**config.mk**
```make
export PLATFORM = sky130hd
export DESIGN_NAME = audclk_top
export DESIGN_NICKNAME = d
export VERILOG_FILES = /design/src/rtl/audclk_pkg.sv /design/src/rtl/audclk_gen.sv /design/src/rtl/audclk_port_sel.sv /design/src/rtl/audclk_top.sv
export SDC_FILE = /design/constraint.sdc
export NUM_CORES = 1
export LEC_CHECK = 0
export BUFFER_PORTS_ARGS = -buffer_cell sky130_fd_sc_hd__buf_2
export CORE_ASPECT_RATIO = 1.25
export CORE_MARGIN = 3
export CORE_UTILIZATION = 58
export CTS_BUF_LIST = sky130_fd_sc_hd__clkbuf_16
export DETAILED_ROUTE_END_ITERATION = 8
export GPL_ROUTABILITY_DRIVEN = 0
export PLACE_DENSITY_LB_ADDON = 0.12
export SYNTH_ARGS = -nofsm -noshare
export SYNTH_HDL_FRONTEND = slang
export SYNTH_SLANG_ARGS = --single-unit
```
**constraint.sdc**
```tcl
create_clock -name clk_i -period 2.5 [get_ports clk_i]
set_input_delay 0.5 -clock clk_i [delete_from_list [all_inputs] [get_ports clk_i]]
set_output_delay 0.5 -clock clk_i [all_outputs]
set_load 0.005 [all_outputs]
```
**src/rtl/audclk_pkg.sv**
```systemverilog
// Package: shared types for the serial audio clock block.
// Assumes nothing beyond being compiled before the modules that import it.
package audclk_pkg;

    // Per-port framing choice as applied by the selector.
    typedef struct packed {
        logic ext;   // 1: external clock pair
        logic wide;  // 1: fast internal bit clock (32 bits per channel)
    } port_mode_t;

    localparam port_mode_t MODE_RESET = '{ext: 1'b0, wide: 1'b0};

endpackage

```
**src/rtl/audclk_gen.sv**
```systemverilog
// Module: audclk_gen
// Divides the master clock into one word-select clock and two bit clocks.
// A phase counter (DIV_FAST states) feeds a bit counter (BITS_PER_FRAME
// states). Outputs are registered decodes of the counters, so every output
// edge falls on a master edge and all three clocks keep a fixed phase.
// Assumes DIV_FAST is even and BITS_PER_FRAME is a power of two, at least 4.
module audclk_gen #(
    parameter int DIV_FAST       = 10,
    parameter int BITS_PER_FRAME = 64
) (
    input  logic clk_i,
    input  logic rst_ni,
    output logic lr_o,      // high for the first half frame (left)
    output logic bck_fast_o,
    output logic bck_slow_o,
    output logic sof_pre_o  // high in the cycle before outputs start a frame
);
    localparam int PH_W = (DIV_FAST > 1) ? $clog2(DIV_FAST) : 1;
    localparam int BIT_W = $clog2(BITS_PER_FRAME);
    localparam logic [PH_W-1:0] PH_LAST = PH_W'(DIV_FAST - 1);
    localparam logic [PH_W-1:0] PH_HALF = PH_W'(DIV_FAST / 2);

    logic [PH_W-1:0]  ph_q;
    logic [BIT_W-1:0] bit_q;
    logic             lr_q, fast_q, slow_q;

    // Advance the phase counter, carrying into the bit counter at wrap.
    always_ff @(posedge clk_i) begin
        if (!rst_ni) begin
            ph_q  <= '0;
            bit_q <= '0;
        end else if (ph_q == PH_LAST) begin
            ph_q  <= '0;
            bit_q <= bit_q + 1'b1;
        end else begin
            ph_q  <= ph_q + 1'b1;
        end
    end

    // Register the clock levels decoded from the current counter state.
    always_ff @(posedge clk_i) begin
        if (!rst_ni) begin
            lr_q   <= 1'b1;
            fast_q <= 1'b0;
            slow_q <= 1'b0;
        end else begin
            lr_q   <= ~bit_q[BIT_W-1];
            fast_q <= (ph_q >= PH_HALF);
            slow_q <= bit_q[0];
        end
    end

    // Flag the counter state whose decode opens a frame.
    always_comb sof_pre_o = (ph_q == '0) && (bit_q == '0);

    assign lr_o       = lr_q;
    assign bck_fast_o = fast_q;
    assign bck_slow_o = slow_q;

    // word-select moves only where both bit clocks have just fallen.
    p_lr_on_fall_r2: assert property (@(posedge clk_i) disable iff (!rst_ni)
        !$stable(lr_q) |-> (!fast_q && $past(fast_q) && !slow_q && $past(slow_q)));

    // the slow clock rises only together with a fall of the fast clock.
    p_slow_rise_r2: assert property (@(posedge clk_i) disable iff (!rst_ni)
        $rose(slow_q) |-> $fell(fast_q));

    // reset leaves the outputs at frame start.
    p_reset_state_r7: assert property (@(posedge clk_i)
        !rst_ni |=> (lr_q && !fast_q && !slow_q));

endmodule

```
**src/rtl/audclk_port_sel.sv**
```systemverilog
// Module: audclk_port_sel
// Picks internal or external framing clocks for one serial port.
// The requested mode is applied only at the frame start of the source in
// use, so no partial frame reaches the port.
// Assumes external pins are synchronous to clk_i and that the external
// word-select changes only where the external bit clock falls.
module audclk_port_sel
    import audclk_pkg::*;
(
    input  logic clk_i,
    input  logic rst_ni,
    input  logic sel_ext_i,
    input  logic sel_wide_i,
    input  logic ext_lr_i,
    input  logic ext_bck_i,
    input  logic int_lr_i,
    input  logic int_fast_i,
    input  logic int_slow_i,
    input  logic int_sof_i,
    output logic lr_o,
    output logic bck_o
);
    port_mode_t mode_q;
    logic       ext_lr_q, ext_bck_q;
    logic       boundary;

    // Register the external pair once in the master domain.
    always_ff @(posedge clk_i) begin
        if (!rst_ni) begin
            ext_lr_q  <= 1'b0;
            ext_bck_q <= 1'b0;
        end else begin
            ext_lr_q  <= ext_lr_i;
            ext_bck_q <= ext_bck_i;
        end
    end

    // Find the frame start of the source that is active now.
    always_comb begin
        if (mode_q.ext) boundary = ext_lr_i && !ext_lr_q;
        else            boundary = int_sof_i;
    end

    // Apply the requested mode only on a frame start.
    always_ff @(posedge clk_i) begin
        if (!rst_ni)       mode_q <= MODE_RESET;
        else if (boundary) mode_q <= '{ext: sel_ext_i, wide: sel_wide_i};
    end

    // Drive the port from the chosen source; external wins over width.
    always_comb begin
        if (mode_q.ext) begin
            lr_o  = ext_lr_q;
            bck_o = ext_bck_q;
        end else begin
            lr_o  = int_lr_i;
            bck_o = mode_q.wide ? int_fast_i : int_slow_i;
        end
    end

    // the applied mode changes only after a frame start was seen.
    p_switch_at_frame_r6: assert property (@(posedge clk_i) disable iff (!rst_ni)
        !$stable(mode_q) |-> $past(boundary));

    // in steady external mode the port shows the pin one cycle late.
    p_ext_follow_r5: assert property (@(posedge clk_i) disable iff (!rst_ni)
        (mode_q.ext && $past(mode_q.ext)) |-> (lr_o == $past(ext_lr_i) && bck_o == $past(ext_bck_i)));

endmodule

```
**src/rtl/audclk_top.sv**
```systemverilog
// Module: audclk_top
// One shared divider feeding a per-port clock selector.
// Assumes all inputs are synchronous to clk_i.
module audclk_top #(
    parameter int NUM_PORTS      = 2,
    parameter int DIV_FAST       = 10,
    parameter int BITS_PER_FRAME = 64
) (
    input  logic                 clk_i,
    input  logic                 rst_ni,
    input  logic [NUM_PORTS-1:0] sel_ext_i,
    input  logic [NUM_PORTS-1:0] sel_wide_i,
    input  logic [NUM_PORTS-1:0] ext_lr_i,
    input  logic [NUM_PORTS-1:0] ext_bck_i,
    output logic [NUM_PORTS-1:0] port_lr_o,
    output logic [NUM_PORTS-1:0] port_bck_o
);
    logic int_lr, int_fast, int_slow, int_sof;

    audclk_gen #(
        .DIV_FAST      (DIV_FAST),
        .BITS_PER_FRAME(BITS_PER_FRAME)
    ) u_gen (
        .clk_i     (clk_i),
        .rst_ni    (rst_ni),
        .lr_o      (int_lr),
        .bck_fast_o(int_fast),
        .bck_slow_o(int_slow),
        .sof_pre_o (int_sof)
    );

    for (genvar p = 0; p < NUM_PORTS; p++) begin : g_port
        audclk_port_sel u_sel (
            .clk_i     (clk_i),
            .rst_ni    (rst_ni),
            .sel_ext_i (sel_ext_i[p]),
            .sel_wide_i(sel_wide_i[p]),
            .ext_lr_i  (ext_lr_i[p]),
            .ext_bck_i (ext_bck_i[p]),
            .int_lr_i  (int_lr),
            .int_fast_i(int_fast),
            .int_slow_i(int_slow),
            .int_sof_i (int_sof),
            .lr_o      (port_lr_o[p]),
            .bck_o     (port_bck_o[p])
        );
    end

endmodule

```
Yosys cells after proc, flatten, opt, wreduce, memory -nomap -nowiden

Index checks and enable logic that the tools add are counted.

Output and inout port bits: 4
Input bits: 10
Register bits: 21

Muxes and demuxes: 8
$add $sub $neg: 2
Magnitude comparators: 1
Bitwise gates (word level): 2
Reductions and logical operators: 8
Equal/unequal tests: 1

Operators with widths:

| cell                  | number |
|---|---|
| $mux W1               | 8 |
| $add A6 B1 Y6 const B | 1 |
| $logic_not A6 Y1      | 1 |
| $add A4 B1 Y4 const B | 1 |
| $eq A4 B4 Y1 const B  | 1 |
| $ge A4 B3 Y1 const B  | 1 |
| $logic_not A4 Y1      | 1 |
| $logic_and A1 B1 Y1   | 3 |
| $logic_not A1 Y1      | 2 |
| $not A1 Y1            | 2 |
| $reduce_or A2 Y1      | 1 |

Longest topological paths before layout

Gate-level depths: netlist of run 1.

Depth in word-level cells: 3
Mapped depth: 6
Mapped depth without buffers: 6

Cells and area by module

A second synthesis of run 1 with hierarchy kept.

Cells, all modules: 99
Area total of the unflattened synthesis: 950.9 µm²

By module, submodules not included:

| module          | seq. area each (µm²) | area an instance (µm²) | times used | cells each |
|---|---|---|---|---|
| audclk_gen      | 260.2                | 598.1                  | 1          | 61 |
| audclk_port_sel | 80.1                 | 176.4                  | 2          | 19 |

Worst setup path before layout of run 1

OpenSTA, ideal clock, no wires.

Path kind: reg2reg
Start: reg u_gen.bit_q[2]
End: reg g_port[0].u_sel.mode_q[0] in the netlist's numbering
Path buffers: 0
Path slack: 1.021 ns
Required time: 2.379 ns
Library setup time: 0.121 ns
Arrival: 1.358 ns
Clock period less this slack: 1.479 ns
Stages on the path, launching flop included: 5
Path through: dfxtp_1 or4_4 nor4_4 mux2i_1 o22ai_1

Cells in the longest elaborated chain, start to end: 3

RTL lines:

| element                  | line                  | text |
|---|---|---|
| start: declaration       | audclk_gen.sv:24      | `logic [BIT_W-1:0] bit_q;` |
| start signal: assignment | audclk_gen.sv:34      | `bit_q <= bit_q + 1'b1;` |
| $logic_not A6 Y1         | audclk_gen.sv:54      | `always_comb sof_pre_o = (ph_q == '0) && (bit_q == '0);` |
| $logic_and A1 B1 Y1      | audclk_gen.sv:54      |  |
| $mux W1                  | audclk_port_sel.sv:40 | `if (mode_q.ext) boundary = ext_lr_i && !ext_lr_q;` |
| end signal: assignment   | audclk_port_sel.sv:47 | `else if (boundary) mode_q <= '{ext: sel_ext_i, wide: sel_wide_i};` |
| end: declaration         | audclk_port_sel.sv:23 | `port_mode_t mode_q;` |

Every way passes these cells.
A chain may end at the register's enable or synchronous reset.

Worst setup path in the final report of run 1

Start: reg g_port[1].u_sel.mode_q[1] in the netlist's numbering
End: out port_lr_o[1]

Cells in the longest elaborated chain, start to end: 1

RTL lines:

| element                  | line                  | text |
|---|---|---|
| start: declaration       | audclk_port_sel.sv:23 |  |
| start signal: assignment | audclk_port_sel.sv:47 |  |
| $mux W1                  | audclk_port_sel.sv:52 | `if (mode_q.ext) begin` |
| end: declaration         | audclk_top.sv:15      | `output logic [NUM_PORTS-1:0] port_lr_o,` |

Every way passes these cells.

==> flow_summary_export.csv, run 1 <==
group,metric,value,unit
outcome,outcome,"completed",
sta,final.min_clock_period,1620,ps
sta,fmax,618,MHz
global_route,antenna_found_initial,0,
synthesis,netlist_top_cells_count,"dfxtp_1, nand2_1, and2_1",
floorplanning,rows,16,
routing,routedWlPerCell,11.9,µm
routing,antenna_left,0,
global_route,gr-usage-all-layers,15.8,%
routing,drt-initial-drc-count,12,
sta,max_slew_margin,76.4,%
floorplanning,ioPinCount,14,
global_route,grt_pass1_vias,703,
critical_path,r2r-start,"u_gen.bit_q[2]$_SDFFE_PN0N_",
critical_path,r2r_cells,4,
synthesis,ys_ff_latch,21,
routing,drt_first_pass_iters,4,
sta,rsz0062_at_grt,"false",
critical_path,required,2000,ps
cells_and_area,synthToLayoutAreaGrowth,13.0,%
sta,period_share,64.7,%
routing,drc_errors,0,
critical_path,startpoint,"g_port[1].u_sel.mode_q[1]$_SDFFE_PN0P_",
synthesis,synth_top_area_share,42.3,%
synthesis,ys_seq_area_share,42.3,%
routing,wl,1600,µm
floorplanning,coreArea,0.00158,mm²
critical_path,critPathArrivalTime,1120,ps
critical_path,crit_type,"reg -> out",
cells_and_area,utilization,71.0,%
cts,clkSinkCount,21,
critical_path,start_kind,"flip-flop",
critical_path,end_kind,"primary output",
cts,cts-resized-gates,0,
flow_run,maxCapViolations,0,
power,ir_worst_vdd,439,µV
sta,final-setup-viol-count,0,
global_route,grt_max_degree,23,
critical_path,endpoint,"port_lr_o[1]",
global_route,grt_pass1_wl,2720,µm
cts,cts_setup_buffers,0,
floorplanning,die_area,0.00225,mm²
sta,finalHoldViolations,0,
synthesis,synth-edff-count,0,
cts,numCtsBuffers,3,
synthesis,yosysTopAreaCell,"dfxtp_1",
critical_path,cp_max_fo,6,
critical_path,r2r-end,"g_port[0].u_sel.mode_q[0]$_SDFFE_PN0P_",
cts,cts_hold_buf,0,
cts,htree_levels,1,
synthesis,ys_warn_count,0,
routing,routed_via_density,5.46,
cells_and_area,num_antenna_cells,0,
synthesis,postSynthAreaPerCell,9.46,µm²
sta,max_slew.worst_pin.slew,351,ps
cells_and_area,drive_above_1_share,17.2,%
power,power.density,673,mW/mm²
synthesis,ys.flop_type,"dfxtp_1",
cts,clk_transition_reported_paths,50,ps
synthesis,ys_top_cells_by_area,"dfxtp_1, ha_1, and2_1",
sta,finClkSkew,3.52,ps
worst_hold_path,worstHoldPathType,"reg -> reg",
sta,maxSlewViolCount,0,
power,p_leak,0.469,nW
cts,cts_tree,"done",
cells_and_area,nets,132,
critical_path,r2r_slack,890,ps
cts,clock_latency,250,ps
synthesis,netlist_area,993,µm²
synthesis,postSynthCellCount,105,
cells_and_area,fillers,147,
floorplanning,initial_core_util,62.8,%
sta,tns,0,ps
worst_hold_path,min_path_cells,1,
synthesis,ys_async_sr_fraction,0,%
cts,cts_root_buffer,"clkbuf_16",
placed_design,io_buffers,13,
synthesis,synth.most_common_cell,"dfxtp_1",
synthesis,ys_types,30,
cts,clockBufferDepth,2,
global_route,grt.overflow.total,0,
routing,num_vias,731,
floorplanning,chipWidth,43.0,µm
synthesis,syn_nets,120,
floorplanning,fp.dieH,52.3,µm
placed_design,dpl.hpwl,1170,µm
==> layout by cell type (no fill, tap or decap), types with 2 or more instances in the layout <==
cell type and n:
nand3b_1 2, inv_1 5, nand3_1 2, clkbuf_16 3, ha_1 5, xnor2_1 5, a21boi_1 4, nor2_1 2
nand2b_1 4, o21ai_0 6, mux2_2 2, a21oi_1 2, nor2b_1 2, buf_2 13, dfxtp_1 21, mux2i_1 5
nand2_1 13, and2_1 8
==> flip-flops by register name, indices dropped and copies added (netlist names) <==
| register | cells |
|---|---|
| g_port.u_sel.ext_bck_q | 2 |
| g_port.u_sel.ext_lr_q | 2 |
| g_port.u_sel.mode_q | 4 |
| u_gen.bck_fast_o | 1 |
| u_gen.bck_slow_o | 1 |
| u_gen.bit_q | 6 |
| u_gen.lr_o | 1 |
| u_gen.ph_q | 4 |
==> worst min-delay path by stage <==
| stage | start | end | slack, ps |
|---|---|---|---|
| global placement | u_gen.bit_q[5]$_SDFFE_PN0N_ | u_gen.lr_o$_SDFF_PN1_ | 390 |
| finish | u_gen.bit_q[5]$_SDFFE_PN0N_ | u_gen.lr_o$_SDFF_PN1_ | 410 |
| floorplan | u_gen.bit_q[5]$_SDFFE_PN0N_ | u_gen.lr_o$_SDFF_PN1_ | 380 |
| detailed placement | u_gen.bit_q[5]$_SDFFE_PN0N_ | u_gen.lr_o$_SDFF_PN1_ | 400 |
| CTS | u_gen.bit_q[5]$_SDFFE_PN0N_ | u_gen.lr_o$_SDFF_PN1_ | 420 |
| global route | u_gen.bit_q[5]$_SDFFE_PN0N_ | u_gen.lr_o$_SDFF_PN1_ | 430 |
==> per-stage QoR <==
step | hold slack (ps) | cell area [µm²] | cells | setup slack (ps) | total power, mW
final | 414 | 1120 | 134 | 882 | 0.755
after global routing | 426 | 1120 | 134 | 819 | 0.791
after CTS | 417 | 1120 | 134 | 874 | 0.766
after detailed placement | 398 | 1040 | 130 | 944 | 0.444
after global placement | 395 | 1040 | 130 | 958 | 0.441
after floorplan | 381 | 993 | 105 | 1020 | 0.427
==> area by class of cell <==
type	count	area, µm²	area share, %
clock buffers	3	75.1	6.69
repair buffers	13	65.1	5.80
flip-flops and latches	21	420	37.5
multi-input cells	74	520	46.4
well taps	18	22.5	2.01
inverters	4	15.0	1.34
clock inverters	1	3.75	0.334
==> cell families after synthesis <==
| family | after synthesis | share of synthesized area (%) |
|---|---|---|
| flops | 21 | 42.3 |
| compound gates | 14 | 8.19 |
| mux | 8 | 8.44 |
| xor+xnor | 5 | 4.41 |
| buf+inv | 10 | 5.29 |
| simple gates | 42 | 25.1 |
| fa+ha+maj | 5 | 6.30 |
==> where the power goes <==
group	switching (mW)	internal, mW
clock	0.106	0.212
combinational	0.0317	0.0397
sequential	0.0148	0.350
total	0.153	0.602
==> layer usage <==
metal	vias to the layer above	wire [µm]	GRT usage [%]
met1	346	699	17.3
met5	-	0	0
li1	368	-	-
met3	4	56	3.78
met4	0	42	8.04
met2	13	803	28.0
==> critical path, cell delays in order (launching register included) <==
cell and delay [ps]:
dfxtp_1 400, mux2_2 350, buf_2 120
No activity file was read; power rests on OpenSTA's default activity.
==> inputs of run 2 (changes only) <==
--- a/config.mk
+++ b/config.mk
@@ -8,7 +8,7 @@
 export BUFFER_PORTS_ARGS = -buffer_cell sky130_fd_sc_hd__buf_2
 export CORE_ASPECT_RATIO = 1.25
 export CORE_MARGIN = 3
-export CORE_UTILIZATION = 58
+export CORE_UTILIZATION = 54
 export CTS_BUF_LIST = sky130_fd_sc_hd__clkbuf_16
 export DETAILED_ROUTE_END_ITERATION = 8
 export GPL_ROUTABILITY_DRIVEN = 0
==> constraint.sdc (replaced) <==
create_clock -name clk_i -period 1.55 [get_ports clk_i]
set_input_delay 0.31 -clock clk_i [delete_from_list [all_inputs] [get_ports clk_i]]
set_output_delay 0.31 -clock clk_i [all_outputs]
set_load 0.005 [all_outputs]
==> run 2 against run 1 <==
The flow now finishes with violations (setup timing). Setup slack lost 980 ps. Clock skew shrank 2.6 ps. Global-route usage grew 0.75 points. Final area grew 3.5%. Clock-buffer cell count is the same. Routed wire length grew 7.0%. Critical endpoint is now g_port[0].u_sel.mode_q[0]$_SDFFE_PN0P_. Largest cell class unchanged.
==> flow_summary_export.csv, run 2 (same netlist as run 1, synthesis figures left out) <==
group,metric,value,unit
routing,drt-initial-drc-count,6,
global_route,gr-usage-all-layers,16.6,%
cts,clockBufferDepth,2,
cts,cts_root_buffer,"clkbuf_16",
routing,wl,1710,µm
sta,whs,265,ps
flow_run,maxCapViolations,0,
cells_and_area,regMostFlops,"u_gen.bit_q",
floorplanning,fp.dieH,54.0,µm
placed_design,dpl.hpwl,1240,µm
cells_and_area,top_regs,"u_gen.bit_q (6), g_port.u_sel.mode_q (4), u_gen.ph_q (4)",
floorplanning,ioPinCount,14,
outcome,outcome,"finished with violations",
floorplanning,die_area,0.00239,mm²
sta,max_slew_margin,79.1,%
cells_and_area,design_area,0.00116,mm²
floorplanning,chipWidth,44.4,µm
cells_and_area,synthToLayoutAreaGrowth,16.9,%
power,ir_worst_vdd,696,µV
floorplanning,initial_core_util,60.5,%
sta,final-setup-viol-count,2,
cells_and_area,utilization,70.7,%
global_route,grt_max_degree,23,
cts,htree_levels,1,
critical_path,r2r_cells,5,
power,p_leak,0.496,nW
global_route,grt_pass1_wl,2820,µm
global_route,grt.overflow.total,0,
floorplanning,coreArea,0.00164,mm²
cts,clk_transition_reported_paths,50,ps
power,power.density,1060,mW/mm²
placed_design,io_buffers,13,
cells_and_area,largest_reg_flops,6,
sta,maxSlewViolCount,0,
cts,clkSinkCount,21,
routing,drt_first_pass_iters,4,
cells_and_area,num_antenna_cells,0,
critical_path,required,1690,ps
sta,max_slew.worst_pin.slew,313,ps
critical_path,end_kind,"flip-flop",
global_route,grt_pass1_vias,690,
cts,numCtsBuffers,3,
critical_path,start_kind,"flip-flop",
cells_and_area,nets,137,
routing,routedWlPerCell,12.3,µm
routing,antenna_left,0,
global_route,antenna_found_initial,0,
cts,cts_tree,"done",
sta,finalWorstSetupSlack,-94.3,ps
critical_path,cp_max_fo,4,
critical_path,critPathArrivalTime,1780,ps
cells_and_area,drive_above_1_share,21.5,%
critical_path,crit_type,"reg -> reg",
worst_hold_path,worstHoldPathType,"in -> reg",
sta,period_share,106,%
sta,fmax,608,MHz
routing,drc_errors,0,
cells_and_area,layout_common_cells,"dfxtp_1, nand2_1, buf_2",
routing,num_vias,736,
sta,rsz0062_at_grt,"true",
sta,finClkSkew,0.912,ps
cells_and_area,layout_commonest_cell,"dfxtp_1",
placed_design,dpl_cell_area,0.00107,mm²
sta,final.min_clock_period,1640,ps
cells_and_area,fillers,136,
sta,finalHoldViolations,0,
routing,routed_via_density,5.29,
cts,clock_latency,250,ps
floorplanning,rows,16,
outcome,violations,"setup timing",
worst_hold_path,min_path_cells,2,
run 2: changes by cell type in the layout (fill, tap and decap cells not counted):
cell	before	now
buf_4	0	5
dfxtp_1	21	20
dfxtp_2	0	1
run 2: worst paths after layout:
kind	endpoint	slack, ps	startpoint
setup / recovery	g_port[0].u_sel.mode_q[0]$_SDFFE_PN0P_	-90	u_gen.bit_q[3]$_SDFFE_PN0N_
hold / removal	g_port[1].u_sel.ext_bck_q$_SDFF_PN0_	260	ext_bck_i[1]
setup reg to reg	g_port[0].u_sel.mode_q[0]$_SDFFE_PN0P_	-90	u_gen.bit_q[3]$_SDFFE_PN0N_
hold reg to reg	u_gen.ph_q[0]$_SDFF_PP0_	480	u_gen.ph_q[0]$_SDFF_PP0_
run 2: timing repair:
item                                   4_1_cts  5_1_grt
pin swaps                                    0        4
resized for setup                            1        0
setup endpoints to repair                    2        4
buffers inserted                             1        1
endpoints found under the hold margin        0        0
hold buffers                                 0        0
run 2: layout make-up:
| class | count | area (µm²) | share of cell area [%] |
|---|---|---|---|
| tap | 18 | 22.5 | 1.94 |
| multi-input combinational | 74 | 520 | 44.8 |
| clock inverter | 1 | 3.75 | 0.323 |
| inverter | 4 | 15.0 | 1.29 |
| timing repair buffer | 18 | 103 | 8.84 |
| sequential | 21 | 422 | 36.3 |
| clock buffer | 3 | 75.1 | 6.47 |
run 2: layer usage:
metal,vias to the layer above,share of wire [%],global-route usage (%)
met4,0,2.2,10.6
met2,16,51,28.2
met5,-,0,0
li1,379,-,-
met3,4,4.8,3.01
met1,337,42,18.9
run 2: metrics by stage:
step	instances	worst slack, ps	power, mW	setup TNS, ps
5_1_grt	139	-150	1.28	-303
3_3_place_gp	133	27.8	0.711	0
3_5_place_dp	133	-26.5	0.716	-26.5
2_1_floorplan	105	71.4	0.689	0
4_1_cts	138	-28.9	1.24	-29.8
6_report	139	-94.3	1.23	-157
run 2: power by group:
group | switching (mW) | internal, mW
logic | 0.0533 | 0.0676
registers | 0.0239 | 0.565
clock network | 0.180 | 0.343
run 2: worst max-delay path, cell delays in order (launching register included):
cell and delay [ps]:
dfxtp_1 310, or4_4 540, nor4_4 220, buf_4 180, mux2i_1 180, o22ai_1 100
==> inputs of run 3 (changes only) <==
--- a/config.mk
+++ b/config.mk
@@ -12,7 +12,9 @@
 export CTS_BUF_LIST = sky130_fd_sc_hd__clkbuf_16
 export DETAILED_ROUTE_END_ITERATION = 8
 export GPL_ROUTABILITY_DRIVEN = 0
+export GPL_TIMING_DRIVEN = 0
 export PLACE_DENSITY_LB_ADDON = 0.12
 export SYNTH_ARGS = -nofsm -noshare
 export SYNTH_HDL_FRONTEND = slang
+export SYNTH_HIERARCHICAL = 1
 export SYNTH_SLANG_ARGS = --single-unit
==> run 3 against run 2 <==
The flow still finishes with violations (setup timing). Critical path depth did not move. Critical path type unchanged. Via count is 0.41% higher. Sequential cell count stayed put. Final area is 2.0% higher. Setup slack improved by 45 ps. Critical endpoint is now g_port[0].u_sel/mode_q[0]$_SDFFE_PN0P_. First-iteration DRC count fell by 17%.
==> flow_summary_export.csv, run 3 <==
group,metric,value,unit
synthesis,netlist_area,951,µm²
cts,cts_root_buffer,"clkbuf_16",
synthesis,ys_ff_latch,21,
global_route,grt_pass1_vias,731,
critical_path,cp_slowest_stage_delay,540,ps
power,ir_worst_vdd,633,µV
global_route,grt_max_degree,15,
cells_and_area,top_regs,"u_gen/bit_q (6), g_port.u_sel/mode_q (4), u_gen/ph_q (4)",
cells_and_area,num_antenna_cells,0,
synthesis,synth-edff-count,0,
worst_hold_path,worstHoldPathType,"in -> reg",
critical_path,end_kind,"flip-flop",
synthesis,netlist_top_cells_count,"dfxtp_1, nand2_1, mux2i_1",
cts,cts_hold_buf,0,
cells_and_area,drive_above_1_share,27.5,%
routing,routedWlPerCell,12.3,µm
placed_design,dpl_cell_area,0.00104,mm²
synthesis,ys_async_sr_fraction,0,%
floorplanning,die_area,0.00230,mm²
synthesis,synth_top_area_share,44.2,%
critical_path,critPathArrivalTime,1780,ps
floorplanning,initial_core_util,58.6,%
sta,period_share,103,%
critical_path,crit_type,"reg -> reg",
global_route,grt.overflow.total,0,
floorplanning,coreArea,0.00162,mm²
routing,drc_errors,0,
sta,finClkSkew,3.83,ps
routing,antenna_left,0,
sta,maxSlewViolCount,0,
synthesis,yosysTopAreaCell,"dfxtp_1",
power,p_leak,0.532,nW
synthesis,ys_types,28,
floorplanning,chipWidth,43.5,µm
sta,final-setup-viol-count,3,
critical_path,cp_top_family,"simple AND/OR/NAND/NOR gates",
cells_and_area,utilization,73.1,%
cells_and_area,multi_input_area,536,µm²
critical_path,cpMostUsedCell,"mux2i_1",
sta,whs,270,ps
sta,finalHoldViolations,0,
cells_and_area,regMostFlops,"u_gen/bit_q",
sta,tns,-83.9,ps
global_route,antenna_found_initial,0,
critical_path,crit_chain,"or4_4 -> nor4_4 -> inv_1 -> mux2i_1 -> mux2i_1",
sta,finalWorstSetupSlack,-49.7,ps
global_route,gr-usage-all-layers,17.6,%
floorplanning,rows,16,
outcome,outcome,"finished with violations",
synthesis,ys_seq_area_share,44.2,%
floorplanning,fp.dieH,52.9,µm
cells_and_area,register_area,423,µm²
routing,routed_via_density,5.36,
routing,drt-initial-drc-count,5,
placed_design,dpl.hpwl,1150,µm
critical_path,critPathBufInv,1,
cts,clk_transition_reported_paths,60,ps
synthesis,postSynthCellCount,99,
flow_run,maxCapViolations,0,
synthesis,ys_warn_count,6,
placed_design,io_buffers,13,
routing,num_vias,739,
synthesis,syn_nets,114,
cts,numCtsBuffers,3,
sta,fmax,625,MHz
synthesis,ys.flop_type,"dfxtp_1",
critical_path,cp_max_fo,3,
cells_and_area,layout_common_cells,"dfxtp_1, buf_2, nand2_1",
critical_path,required,1730,ps
routing,wl,1700,µm
critical_path,cpMaxStageDelayCell,"or4_4",
cells_and_area,nets,136,
routing,drt_first_pass_iters,2,
sta,final.min_clock_period,1600,ps
synthesis,postSynthAreaPerCell,9.61,µm²
global_route,grt_pass1_wl,2930,µm
floorplanning,ioPinCount,14,
cells_and_area,synthToLayoutAreaGrowth,24.6,%
sta,max_slew_margin,74.3,%
sta,max_slew.worst_pin.slew,385,ps
cts,cts_tree,"done",
sta,rsz0062_at_grt,"true",
cells_and_area,largest_reg_flops,6,
cts,clock_latency,250,ps
cells_and_area,layout_commonest_cell,"dfxtp_1",
synthesis,synth.most_common_cell,"dfxtp_1",
power,power.density,1060,mW/mm²
cts,htree_levels,1,
cts,clkSinkCount,21,
synthesis,ys_top_cells_by_area,"dfxtp_1, mux2i_1, ha_1",
cells_and_area,fillers,140,
cells_and_area,design_area,0.00118,mm²
outcome,violations,"setup timing",
critical_path,start_kind,"flip-flop",
cts,clockBufferDepth,2,
run 3: logic make-up (layout without fill, tap and decap cells):
logic type | after synthesis | after routing | synth area share, %
and+or+nand+nor | 41 | 41 | 24.9
DFF | 21 | 21 | 44.2
AOI/OAI and AO/OA | 12 | 12 | 8.03
muxes | 10 | 10 | 10.8
buffers and inverters | 7 | 28 | 2.76
adders and majority gates | 5 | 5 | 6.58
xor gates and xnor gates | 3 | 3 | 2.76
run 3: per-stage QoR:
step	cells	total power, mW	setup slack (ps)
6_report	138	1.25	-49.7
3_3_place_gp	130	0.704	-154
5_1_grt	138	1.30	-194
3_5_place_dp	130	0.710	-217
2_1_floorplan	99	0.671	18.1
4_1_cts	137	1.26	-134
run 3: worst paths after layout:
kind                                          start                                endpoint  slack (ps)  cells past startpoint
max                     u_gen/bit_q[5]$_SDFFE_PN0N_  g_port[0].u_sel/mode_q[0]$_SDFFE_PN0P_         -50                      5
min                                    ext_bck_i[0]    g_port[0].u_sel/ext_bck_q$_SDFF_PN0_         270                      2
max reg2reg             u_gen/bit_q[5]$_SDFFE_PN0N_  g_port[0].u_sel/mode_q[0]$_SDFFE_PN0P_         -50                      5
min reg2reg  g_port[0].u_sel/mode_q[0]$_SDFFE_PN0P_  g_port[0].u_sel/mode_q[0]$_SDFFE_PN0P_         480                      2
run 3: routing by layer:
layer | vias to the layer above | share of wire, % | global-route usage (%) | routed length, µm
li1 | 377 | - | - | -
met1 | 347 | 41 | 17.6 | 701
met2 | 13 | 54 | 33.0 | 923
met3 | 2 | 3.5 | 3.40 | 59
met4 | 0 | 0.94 | 10.6 | 16
met5 | - | 0 | 0 | 0
run 3: layout make-up:
type | instances | area share [%]
Multi-Input combinational cell | 71 | 45.2
Sequential cell | 21 | 35.7
Timing Repair Buffer | 17 | 8.34
Clock buffer | 3 | 6.34
Inverter | 6 | 1.90
Tap cell | 18 | 1.90
Clock inverter | 1 | 0.317
Buffer | 1 | 0.317
run 3: repair_timing:
item / CTS / global route
resized for setup: 7 / 4
cloned: 0 / 0
pin swaps: 4 / 4
endpoints found under the hold margin: 0 / 0
endpoints found under the setup margin: 2 / 4
setup buffers: 3 / 2
run 3: where the power goes:
| part | leakage, nW | switching [mW] | internal [mW] |
|---|---|---|---|
| registers | 0.173 | 0.0218 | 0.564 |
| logic | 0.317 | 0.0598 | 0.0770 |
| clock network | 0.0423 | 0.185 | 0.343 |
